<file path="src/rtl/ssr_pkg.sv">
package ssr_pkg;

    localparam int BYTE_W   = 8;
    localparam int NUM_REGS = 4;
    localparam int IDX_W    = $clog2(NUM_REGS);
    localparam int BIT_W    = $clog2(BYTE_W);
    localparam int CNT_W    = IDX_W + BIT_W;

    typedef enum logic [1:0] {
        ST_IDLE = 2'd0,
        ST_RECV = 2'd1,
        ST_DONE = 2'd2
    } rx_state_e;

    // Index of the highest data register a frame of the given length uses.
    function automatic logic [IDX_W-1:0] last_byte_idx(input logic [1:0] len_code);
        logic [IDX_W-1:0] r;
        unique case (len_code)
            2'd0:    r = IDX_W'(0);
            2'd1:    r = IDX_W'(1);
            default: r = IDX_W'(NUM_REGS - 1);
        endcase
        return r;
    endfunction

endpackage

</file>
<file path="src/rtl/ssr_sync.sv">
module ssr_sync #(
    parameter int              WIDTH     = 1,
    parameter int              STAGES    = 2,
    parameter logic [WIDTH-1:0] RESET_VAL = '0
) (
    input  logic             clk,
    input  logic             rst_n,
    input  logic [WIDTH-1:0] d,
    output logic [WIDTH-1:0] q
);

    logic [STAGES-1:0][WIDTH-1:0] pipe;

    always_ff @(posedge clk or negedge rst_n) begin
        if (!rst_n) begin
            pipe <= {STAGES{RESET_VAL}};
        end else begin
            pipe <= {pipe[STAGES-2:0], d};
        end
    end

    assign q = pipe[STAGES-1];

endmodule

</file>
<file path="src/rtl/ssr_ctrl.sv">
module ssr_ctrl
    import ssr_pkg::*;
(
    input  logic             clk,
    input  logic             rst_n,
    input  logic             cs_n_s,
    input  logic             sclk_rise,
    input  logic [1:0]       cfg_len,
    input  logic             cfg_msb_first,
    output logic             shift_en,
    output logic             byte_wr,
    output logic [IDX_W-1:0] wr_idx,
    output logic             frame_done,
    output logic             msb_first,
    output logic [IDX_W-1:0] last_idx
);

    rx_state_e        state_q, state_d;
    logic [CNT_W-1:0] cnt_q;
    logic [IDX_W-1:0] last_q;
    logic             msb_q;
    logic             start;
    logic             last_bit;
    logic [IDX_W-1:0] byte_idx;

    // Frame start: select low while not shifting.
    assign start = (state_q != ST_RECV) && !cs_n_s;

    // Next-state logic.
    always_comb begin
        state_d = state_q;
        unique case (state_q)
            ST_IDLE: if (!cs_n_s) state_d = ST_RECV;
            ST_RECV: begin
                if (cs_n_s)                     state_d = ST_IDLE;
                else if (shift_en && last_bit)  state_d = ST_DONE;
            end
            ST_DONE: state_d = cs_n_s ? ST_IDLE : ST_RECV;
        endcase
    end

    // State register.
    always_ff @(posedge clk or negedge rst_n) begin
        if (!rst_n) state_q <= ST_IDLE;
        else        state_q <= state_d;
    end

    // Bit counter and per-frame settings.
    always_ff @(posedge clk or negedge rst_n) begin
        if (!rst_n) begin
            cnt_q  <= '0;
            last_q <= '0;
            msb_q  <= 1'b0;
        end else if (start) begin
            cnt_q  <= '0;
            last_q <= last_byte_idx(cfg_len);
            msb_q  <= cfg_msb_first;
        end else if (shift_en) begin
            cnt_q  <= cnt_q + 1'b1;
        end
    end

    // Outputs.
    always_comb begin
        shift_en   = (state_q == ST_RECV) && !cs_n_s && sclk_rise;
        last_bit   = (cnt_q == {last_q, {BIT_W{1'b1}}});
        byte_wr    = shift_en && (&cnt_q[BIT_W-1:0]);
        byte_idx   = cnt_q[CNT_W-1:BIT_W];
        wr_idx     = msb_q ? byte_idx : (last_q - byte_idx);
        frame_done = (state_q == ST_DONE);
        msb_first  = msb_q;
        last_idx   = last_q;
    end

endmodule

</file>
<file path="src/rtl/ssr_regbank.sv">
module ssr_regbank
    import ssr_pkg::*;
(
    input  logic              clk,
    input  logic              rst_n,
    input  logic              shift_en,
    input  logic              bit_in,
    input  logic              msb_first,
    input  logic              byte_wr,
    input  logic [IDX_W-1:0]  wr_idx,
    input  logic              frame_done,
    input  logic [IDX_W-1:0]  last_idx,
    input  logic              rd_en,
    input  logic [IDX_W-1:0]  rd_addr,
    output logic [BYTE_W-1:0] rd_data,
    output logic              rx_full,
    output logic              rx_irq
);

    logic [BYTE_W-1:0] byte_sr;
    logic [BYTE_W-1:0] next_byte;
    logic [BYTE_W-1:0] stage [NUM_REGS];
    logic [BYTE_W-1:0] data  [NUM_REGS];

    always_comb begin
        if (msb_first) next_byte = {byte_sr[BYTE_W-2:0], bit_in};
        else           next_byte = {bit_in, byte_sr[BYTE_W-1:1]};
    end

    always_ff @(posedge clk or negedge rst_n) begin
        if (!rst_n)        byte_sr <= '0;
        else if (shift_en) byte_sr <= next_byte;
    end

    // Staging holds the frame under assembly; data commits on frame end.
    always_ff @(posedge clk or negedge rst_n) begin
        if (!rst_n) begin
            for (int i = 0; i < NUM_REGS; i++) begin
                stage[i] <= '0;
                data[i]  <= '0;
            end
        end else begin
            for (int i = 0; i < NUM_REGS; i++) begin
                if (byte_wr && (wr_idx == IDX_W'(i)))
                    stage[i] <= next_byte;
                if (frame_done && (IDX_W'(i) <= last_idx))
                    data[i] <= stage[i];
            end
        end
    end

    // Flag: set has priority over the clear caused by a read of register 0.
    always_ff @(posedge clk or negedge rst_n) begin
        if (!rst_n) begin
            rx_full <= 1'b0;
            rx_irq  <= 1'b0;
        end else begin
            rx_irq <= frame_done;
            if (frame_done)
                rx_full <= 1'b1;
            else if (rd_en && (rd_addr == '0))
                rx_full <= 1'b0;
        end
    end

    assign rd_data = data[rd_addr];

endmodule

</file>
<file path="src/rtl/ssr_rx_top.sv">
module ssr_rx_top
    import ssr_pkg::*;
#(
    parameter int SYNC_STAGES = 2
) (
    input  logic              clk,
    input  logic              rst_n,
    input  logic              cs_n,
    input  logic              sclk,
    input  logic              sdata,
    input  logic [1:0]        cfg_len,
    input  logic              cfg_msb_first,
    input  logic              rd_en,
    input  logic [IDX_W-1:0]  rd_addr,
    output logic [BYTE_W-1:0] rd_data,
    output logic              rx_full,
    output logic              rx_irq
);

    logic [2:0]       line_s;
    logic             cs_n_s, sclk_s, sdata_s;
    logic             sclk_d;
    logic             sclk_rise;
    logic             shift_en, byte_wr, frame_done, msb_first;
    logic [IDX_W-1:0] wr_idx, last_idx;

    ssr_sync #(
        .WIDTH    (3),
        .STAGES   (SYNC_STAGES),
        .RESET_VAL(3'b100)
    ) u_sync (
        .clk  (clk),
        .rst_n(rst_n),
        .d    ({cs_n, sclk, sdata}),
        .q    (line_s)
    );

    assign {cs_n_s, sclk_s, sdata_s} = line_s;

    always_ff @(posedge clk or negedge rst_n) begin
        if (!rst_n) sclk_d <= 1'b0;
        else        sclk_d <= sclk_s;
    end

    assign sclk_rise = sclk_s && !sclk_d;

    ssr_ctrl u_ctrl (
        .clk          (clk),
        .rst_n        (rst_n),
        .cs_n_s       (cs_n_s),
        .sclk_rise    (sclk_rise),
        .cfg_len      (cfg_len),
        .cfg_msb_first(cfg_msb_first),
        .shift_en     (shift_en),
        .byte_wr      (byte_wr),
        .wr_idx       (wr_idx),
        .frame_done   (frame_done),
        .msb_first    (msb_first),
        .last_idx     (last_idx)
    );

    ssr_regbank u_bank (
        .clk       (clk),
        .rst_n     (rst_n),
        .shift_en  (shift_en),
        .bit_in    (sdata_s),
        .msb_first (msb_first),
        .byte_wr   (byte_wr),
        .wr_idx    (wr_idx),
        .frame_done(frame_done),
        .last_idx  (last_idx),
        .rd_en     (rd_en),
        .rd_addr   (rd_addr),
        .rd_data   (rd_data),
        .rx_full   (rx_full),
        .rx_irq    (rx_irq)
    );

endmodule

</file>
<file path="config.mk">
export PLATFORM = sky130hd
export DESIGN_NAME = ssr_rx_top
export DESIGN_NICKNAME = d
export VERILOG_FILES = /design/src/rtl/ssr_pkg.sv /design/src/rtl/ssr_sync.sv /design/src/rtl/ssr_ctrl.sv /design/src/rtl/ssr_regbank.sv /design/src/rtl/ssr_rx_top.sv
export SDC_FILE = /design/constraint.sdc
export NUM_CORES = 1
export LEC_CHECK = 0
export ABC_AREA = 1
export BUFFER_PORTS_ARGS = -buffer_cell sky130_fd_sc_hd__buf_2
export CAP_MARGIN = 40
export CELL_PAD_IN_SITES_DETAIL_PLACEMENT = 0
export CELL_PAD_IN_SITES_GLOBAL_PLACEMENT = 1
export CORE_ASPECT_RATIO = 0.7
export CORE_MARGIN = 10
export CORE_UTILIZATION = 46
export CTS_CLUSTER_DIAMETER = 50
export DETAILED_ROUTE_END_ITERATION = 8
export GPL_ROUTABILITY_DRIVEN = 0
export PLACE_DENSITY = 0.8
export RECOVER_POWER = 25
export SLEW_MARGIN = 20
export SYNTH_ARGS = -nofsm -noshare
export SYNTH_HDL_FRONTEND = slang
export SYNTH_SLANG_ARGS = --single-unit
</file>
<file path="constraint.sdc">
create_clock -name clk -period 2.55 [get_ports clk]
set_input_delay 0.255 -clock clk [delete_from_list [all_inputs] [get_ports clk]]
set_output_delay 0.255 -clock clk [all_outputs]
set_load 0.02 [all_outputs]
</file>
# ---- Word-level counts from Yosys, hierarchy flattened
# Index checks and enable logic that the tools add are counted.
# Widths: inputs -> output; s select.
dict set report word_totals {
  regBits 91
  in_bits 11
  output_inout_bits 10
  wordCells 76
}
dict set report op_classes {
  add_sub_neg 2
  magnitude_cmp 5
  eq_ne 10
  muxes 15
  bitwise_logic 1
  n_reduce_logical 25
}
# op count
set op_table {}
lappend op_table {{$mux 8} 3}
lappend op_table {{$bmux 8 s2} 1}
lappend op_table {{$logic_and 1x1->1} 15}
lappend op_table {{$mux 5} 2}
lappend op_table {{$logic_not 2->1} 4}
lappend op_table {{$mux 2} 4}
lappend op_table {{$eq 2x1->1 const B} 3}
lappend op_table {{$eq 2x2->1 const B} 3}
lappend op_table {{$pmux 2 s3} 1}
lappend op_table {{$add 5x1->5 const B} 1}
lappend op_table {{$eq 5x5->1} 1}
lappend op_table {{$le 1x2->1 const A} 2}
lappend op_table {{$le 2x2->1 const A} 2}
lappend op_table {{$pmux 2 s2} 1}
lappend op_table {{$reduce_bool 2->1} 2}
lappend op_table {{$ge 3x3->1 const B} 1}
lappend op_table {{$mux 1} 3}
lappend op_table {{$ne 3x2->1 const B} 1}
lappend op_table {{$not 2->3} 1}
lappend op_table {{$reduce_and 3->1} 1}
lappend op_table {{$logic_not 1->1} 2}
lappend op_table {{$ne 2x1->1 const B} 1}
lappend op_table {{$ne 2x2->1 const B} 1}
lappend op_table {{$reduce_and 2->1} 1}
lappend op_table {{$sub 2x2->2} 1}

# ---- Depth between registers and ports, before layout
# Gate-level depths: netlist of the first run.
dict set report logic_depth {
  depth_word 7
  ltp_mapped 10
  mapped_depth_nobuf 9
}

# ---- Cells and area by module
# From an unflattened synthesis of the first run, not the netlist that was laid out.
dict set report unflattened {
  hier_cells 501
  hier_area_um2 4030.1
}
# module instances cells_per_inst area_each_um2 seq_area_each_um2
set modules_own_cells {}
lappend modules_own_cells {ssr_regbank 1 415 3230.6 1851.8}
lappend modules_own_cells {ssr_ctrl 1 74 589.3 250.2}
lappend modules_own_cells {ssr_sync 1 9 175.2 152.6}
lappend modules_own_cells {ssr_rx_top 1 3 35.0 25.0}

# ---- Worst setup path before layout of the first run
# No wires, ideal clock.
dict set report synth_path {
  path_type {flip-flop to flip-flop}
  from {reg u_ctrl.last_q[0], in the netlist u_ctrl.last_idx[0]}
  to {reg u_bank.stage[24] in the netlist's numbering}
  setup_time_ns 0.117
  t_arrival_ns 1.645
  required_time_ns 2.433
  setup_slack_ns 0.788
  stages_incl_launch_ff 11
  n_path_buf 1
  synth_period_minus_slack_ns 1.762
  path_cell_list {dfrtp_1 clkbuf_1 inv_1 ha_1 nand2_1 o21ai_2 inv_2 nor2_8 nand3_2 nand2_1 nand2_1}
}
dict set report synth_via {
  elab_chain_cells 4
}
# item line_no
set synth_lines {}
lappend synth_lines {{start, declared} ssr_ctrl.sv:20} ;# logic [IDX_W-1:0] last_q;
lappend synth_lines {{start signal, assigned} ssr_ctrl.sv:56} ;# last_q <= last_byte_idx(cfg_len);
lappend synth_lines {{$sub 2x2->2} ssr_ctrl.sv:69} ;# wr_idx = msb_q ? byte_idx : (last_q - byte_idx);
lappend synth_lines {{$mux 2} ssr_ctrl.sv:69}
lappend synth_lines {{$logic_not 2->1} ssr_regbank.sv:44} ;# if (byte_wr && (wr_idx == IDX_W'(i)))
lappend synth_lines {{$logic_and 1x1->1} ssr_regbank.sv:44}
lappend synth_lines {{end signal, assigned by index} ssr_regbank.sv:45} ;# stage[i] <= next_byte;
lappend synth_lines {{end, declared} ssr_regbank.sv:22} ;# logic [BYTE_W-1:0] stage [NUM_REGS];
# Every way passes these cells.
# A chain may end at the register's enable or synchronous reset.

# ---- Final worst setup path of the first run
dict set report layout_path {
  from {reg u_ctrl.last_q[0], in the netlist u_ctrl.last_idx[0]}
  to {reg u_bank.stage[19] in the netlist's numbering}
}
dict set report layout_via {
  elab_chain_cells 4
}
# item line_no
set layout_lines {}
lappend layout_lines {{$sub 2x2->2} ssr_ctrl.sv:69}
lappend layout_lines {{$mux 2} ssr_ctrl.sv:69}
lappend layout_lines {{$eq 2x1->1} ssr_regbank.sv:44}
lappend layout_lines {{$logic_and 1x1->1} ssr_regbank.sv:44}
# Every way passes these cells.

==> flow_metrics.py, run 1 <==
metrics = {
    "global_routing": {
        "grt_max_degree": 51,
        "grt_pass1_vias": 2873,
        "grt_usage_pct": 15.1,
        "grt-ovfl-total": 0,
        "grt_pass1_wl_mm": 15.0,
        "antenna_found_initial": 0,
    },
    "synth": {
        "synth_warnings": 0,
        "synth_ff_type": "dfrtp_1",
        "synth_largest_area_cell": "dfrtp_1",
        "syn_area_um2": 3960,
        "synthTopCellsByArea": "dfrtp_1 56%, nand2_1 16%, nand3_1 5.6%",
        "syn-num-nets": 457,
        "synth.top_cell.area_share_pct": 56.2,
        "yosys.area_share.simple_pct": 27.8,
        "yosysSeqAreaShare_pct": 57.5,
        "synth-edff-count": 0,
        "syn_area_per_cell_um2": 8.94,
        "synth_compound_area_share_pct": 6.76,
        "synth_mux_area_share_pct": 2.27,
        "synth_cells": 443,
        "ys_seq_elements": 91,
        "synth_top_family_by_area": "simple AND/OR/NAND/NOR gates",
        "synth_adder_area_share_pct": 0.948,
        "synthDistinctLibCells": 29,
        "synth-xor-area-share_pct": 0.221,
        "async_flop_share_pct": 100,
    },
    "detailed_routing": {
        "antenna_left": 0,
        "detail_route.wl_per_cell_um": 15.7,
        "initialDrtViolationCount": 342,
        "vias_per_cell": 5.16,
        "via_count": 3008,
        "drc_errors": 0,
        "routed_wl_mm": 9.18,
        "drt_pass1_iterations": 5,
    },
    "clock_tree": {
        "clkSinkCount": 91,
        "cts_tree": "built",
        "cts_buffer_depth": 2,
        "h-tree-depth": 3,
        "cts.repair.resized": 0,
        "holdBufCountCts": 4,
        "numCtsBuffers": 9,
        "post-cts-setup-buffers": 0,
        "clkLatencyLatePin_ps": 350,
        "path_clk_slew_ps": 60,
        "root_buffer": "clkbuf_16",
    },
    "outcome": {
        "status": "complete, no violations",
    },
    "finish": {
        "drive_gt1_share_pct": 14.9,
        "final.fill_count": 800,
        "utilization_pct": 53.7,
        "final_area_um2": 4520,
        "final_nets": 487,
        "num_antenna_cells": 0,
        "final_cell_mix": "172 x nand2_1, 89 x dfrtp_1, 44 x nand3_1",
        "syn2layout_area_growth_pct": 14.0,
        "layout_commonest_cell": "nand2_1",
    },
    "power": {
        "ir_worst_vdd_v": 0.000473,
        "combPwrFrac_pct": 10.6,
        "sw_frac_of_total_pct": 27.0,
        "leakage_nw": 2.39,
        "seq_power_share_pct": 47.7,
        "pwr-share-clk_pct": 41.6,
        "power.total_mw": 3.22,
        "p_per_area_nw_per_um2": 713,
        "power_switching_mw": 0.868,
        "power.internal_mw": 2.35,
    },
    "timing": {
        "final_max_slew_viol_count": 0,
        "fin_skew_ps": 7.41,
        "setup_tns_ps": 0,
        "period_minus_slack_ps": 2070,
        "hold_viol": 0,
        "period_share_pct": 81.3,
        "worstMarginPinSlew_ps": 1090,
        "slew_headroom_pct": 27.1,
        "rsz0062_at_grt": "no",
        "max_freq_mhz": 482,
        "finalSetupViolCount": 0,
    },
    "worst_setup_path": {
        "slowest_delay_ps": 550,
        "path_common_cell": "nand2_1",
        "cp_data_required_time_ps": 2780,
        "crit_arrival_ps": 2310,
        "cp_cell_sequence": "inv_1 -> ha_1 -> nand2_1 -> o21ai_2 -> nor2_4 -> nand3_2 -> nand2_1 -> nand2_1",
        "cp-start-kind": "register",
        "critPathMaxFanout": 18,
        "rrSetupSlack_ps": 480,
        "critPathCaptureType": "register",
        "crit_type": "register to register",
        "cpMaxStageDelayCell": "dfrtp_1",
    },
    "floorplanning": {
        "die_w_um": 131,
        "initial_core_util_pct": 47.1,
        "boundaryPins": 21,
        "core_area_um2": 8410,
        "die_height_um": 97.6,
        "dieArea_um2": 12800,
        "placementRows": 28,
    },
    "flow_run": {
        "cap_violations": 0,
    },
    "placed_design": {
        "place_area_um2": 4180,
        "dp_hpwl_mm": 6.67,
        "io_buffers": 20,
    },
    "min_path": {
        "hold_class": "input port to register",
    },
}
path summary, 6_finish.rpt:
check                              startpoint                 end  depth (start not counted)
min in group asynchronous               rst_n     u_bank.data[25]                          2
max in group asynchronous               rst_n     u_bank.data[13]                          3
min reg2reg                    u_sync.pipe[0]         u_sync.q[0]                          0
max                        u_ctrl.last_idx[0]    u_bank.stage[19]                          8
max reg2reg                u_ctrl.last_idx[0]    u_bank.stage[19]                          8
min                                cfg_len[1]  u_ctrl.last_idx[1]                          3
synth_stat cells (3+ instances only):
master / number
buf_4: 4
nand3_2: 3
clkbuf_1: 4
o22ai_1: 8
dfrtp_1: 89
nor2_4: 3
buf_2: 4
nand3_1: 44
o21ai_0: 39
inv_2: 4
mux2_2: 8
nor2_1: 21
inv_1: 18
nand2_1: 172
ha_1: 3
power groups by stage:
stage               sequential, mW  combinational [mW]  clock [mW]
CTS                           1.54               0.341        1.37
global route                  1.55               0.383        1.42
global placement              1.56               0.332           0
detailed placement            1.56               0.335           0
finish                        1.54               0.343        1.34
floorplan                     1.53               0.234           0
cells by family after synthesis:
logic type                 after synthesis
muxes                                    8
xor gates and xnor gates                 1
and+or+nand+nor                        253
adders and majority gates                3
AOI/OAI and AO/OA                       50
buffers and inverters                   37
DFF                                     91
cell type report:
class,count,area [µm²],area share (%)
sequential,91,2280,50.5
inverter,23,88.8,1.97
multi-input combinational,315,1510,33.3
clock inverter,7,75.1,1.66
timing repair buffer,33,211,4.68
clock buffer,9,225,4.99
tap,105,131,2.91
metal layers:
layer  vias to the layer above  GRT usage (%)  part of all wire [%]
li1                       1498              -                     -
met5                         -              0                     0
met1                      1424           22.5                    51
met2                        75           19.9                    42
met4                         0           4.43                   1.0
met3                        11           4.74                   6.1
worst max-delay path: cells and delay by family, from the launching register on:
kind / cells / cell delay, ps
compound gates: 1 / 80
fa+ha+maj: 1 / 320
buf+inv: 1 / 100
flops: 1 / 550
simple gates: 5 / 900
stage by stage:
step | instances | worst slack, ps | hold WS, ps
finish | 583 | 477 | 138
global route | 583 | 276 | 153
CTS | 582 | 471 | 131
detailed placement | 562 | 497 | 290
global placement | 561 | 570 | 285
floorplan | 443 | 788 | -40.6
sequential cells by signal, summed over array words and instances (netlist names):
name,cells
u_bank.rx_irq,1
u_sync.pipe,3
u_bank.stage,32
u_sync.q,3
u_ctrl.cnt_q,5
u_ctrl.state_q,2
u_bank.data,32
u_ctrl.msb_first,1
u_ctrl.last_idx,2
sclk_d,1
u_bank.rx_full,1
u_bank.byte_sr,8
Power figures use the tool's default switching activity.
==> run 2, diff against run 1 <==
- clock period: 2.55 -> 2.02 ns (I/O delays scaled with it)
==> run 2 against run 1 <==
Clock power up 25%. Die area unchanged. Critical path depth did not move. Cell area is 0.78% higher. First-iteration DRC count is 33% lower. Fmax grew 22%. Utilization up 0.42 points. Global-route usage rose by 0.063 points. Largest power group unchanged.
==> flow_metrics.py, run 2 (same netlist as run 1, synthesis figures left out) <==
metrics = {
    "outcome": {
        "status": "complete, no violations",
    },
    "detailed_routing": {
        "drt_pass1_iterations": 5,
        "drc_errors": 0,
        "vias_per_cell": 5.14,
        "initialDrtViolationCount": 229,
        "antenna_left": 0,
        "detail_route.wl_per_cell_um": 15.5,
        "routed_wl_mm": 9.14,
        "via_count": 3028,
    },
    "floorplanning": {
        "boundaryPins": 21,
        "initial_core_util_pct": 47.1,
        "dieArea_um2": 12800,
        "placementRows": 28,
        "die_w_um": 131,
        "die_height_um": 97.6,
        "core_area_um2": 8410,
    },
    "worst_setup_path": {
        "crit_type": "register to register",
        "critPathCaptureType": "register",
        "cp-start-kind": "register",
        "cp_data_required_time_ps": 2250,
        "crit_arrival_ps": 1930,
        "critPathMaxFanout": 18,
    },
    "finish": {
        "largestRegisters": "u_bank.data x32, u_bank.stage x32, u_bank.byte_sr x8",
        "syn2layout_area_growth_pct": 14.9,
        "drive_gt1_share_pct": 15.9,
        "num_antenna_cells": 0,
        "final_cells": 589,
        "final_nets": 493,
        "final.fill_count": 767,
        "final_cell_mix": "172 x nand2_1, 89 x dfrtp_1, 44 x nand3_1",
        "layout_commonest_cell": "nand2_1",
    },
    "power": {
        "power_switching_mw": 1.08,
        "ir_worst_vdd_v": 0.000619,
        "sw_frac_of_total_pct": 26.6,
        "pwr-share-clk_pct": 41.3,
        "power.internal_mw": 2.99,
        "combPwrFrac_pct": 11.6,
        "seq_power_share_pct": 47.0,
        "leakage_nw": 2.41,
        "p_per_area_nw_per_um2": 895,
    },
    "timing": {
        "worstMarginPinSlew_ps": 826,
        "finalSetupViolCount": 0,
        "final_max_slew_viol_count": 0,
        "fin_skew_ps": 8.59,
        "setup_tns_ps": 0,
        "period_share_pct": 83.8,
        "slew_headroom_pct": 44.9,
        "hold_viol": 0,
        "period_minus_slack_ps": 1690,
        "max_freq_mhz": 591,
        "rsz0062_at_grt": "no",
    },
    "clock_tree": {
        "root_buffer": "clkbuf_16",
        "h-tree-depth": 3,
        "cts_buffer_depth": 2,
        "cts.repair.resized": 0,
        "clkSinkCount": 91,
        "post-cts-setup-buffers": 0,
        "holdBufCountCts": 4,
        "path_clk_slew_ps": 60,
        "clkLatencyLatePin_ps": 350,
        "numCtsBuffers": 9,
        "cts_tree": "built",
    },
    "placed_design": {
        "dp_cells": 568,
        "dp_hpwl_mm": 6.69,
        "io_buffers": 20,
    },
    "flow_run": {
        "cap_violations": 0,
    },
    "global_routing": {
        "grt_usage_pct": 15.1,
        "grt_pass1_wl_mm": 15.0,
        "grt_pass1_vias": 2852,
        "grt_max_degree": 60,
        "antenna_found_initial": 0,
        "grt-ovfl-total": 0,
    },
    "min_path": {
        "hold_class": "input port to register",
    },
}
run 2: cell types whose count changed in the layout (fill, tap and decap cells not counted), sizes merged:
cell	change
clkinvlp	-1
buf	+6
clkbuf	+1
run 2: power groups by stage:
stage	Combinational (mW)	Sequential (mW)	Clock (mW)
detailed placement	0.472	1.95	0
CTS	0.479	1.92	1.73
global route	0.527	1.92	1.81
floorplan	0.296	1.94	0
finish	0.472	1.92	1.68
global placement	0.465	1.95	0
run 2: per-layer routing:
metal	vias up	wire [µm]	GRT usage, %
met2	61	3670	19.7
met3	6	509	5.18
met5	-	0	0
li1	1508	-	-
met4	0	53	3.32
met1	1453	4910	23.1
run 2: final timing paths:
check / start / endpoint / slack [ps] / depth (start not counted)
setup reg to reg: u_ctrl.cnt_q[3] / u_bank.stage[24] / 330 / 8
max in group asynchronous: rst_n / u_bank.data[11] / 620 / 3
hold / removal: cfg_msb_first / u_ctrl.msb_first / 70 / 3
hold reg to reg: u_sync.pipe[1] / u_sync.q[1] / 350 / 0
setup / recovery: u_ctrl.cnt_q[3] / u_bank.stage[24] / 330 / 8
min in group asynchronous: rst_n / u_ctrl.state_q[0] / 300 / 2
run 2: per-stage QoR:
| step | power [mW] | hold slack, ps | worst slack [ps] | util (%) | instance area [µm²] |
|---|---|---|---|---|---|
| finish | 4.07 | 70.5 | 327 | 54.1 | 4550 |
| global route | 4.26 | 74.1 | 197 | 54.1 | 4550 |
| CTS | 4.13 | 61.2 | 313 | 54.3 | 4570 |
| detailed placement | 2.42 | 310 | 332 | 50.3 | 4230 |
| global placement | 2.41 | 308 | 388 | 50.3 | 4230 |
| floorplan | 2.23 | -93.6 | 258 | - | 3960 |
run 2: cell type report:
| class | count | area (µm²) | share of cell area [%] |
|---|---|---|---|
| repair buffers | 39 | 246 | 5.42 |
| multi-input cells | 315 | 1510 | 33.1 |
| inverters | 23 | 88.8 | 1.95 |
| flip-flops and latches | 91 | 2280 | 50.1 |
| clock buffers | 10 | 229 | 5.03 |
| well taps | 105 | 131 | 2.89 |
| clock inverters | 6 | 71.3 | 1.57 |
run 2: worst max-delay path, cell delays in order (launching register included):
cell     delay, ps
dfrtp_1        420
ha_1           310
nand2_1         60
o21ai_2        100
inv_2           90
nor2_8         240
nand3_2        200
nand2_1        120
nand2_1         50
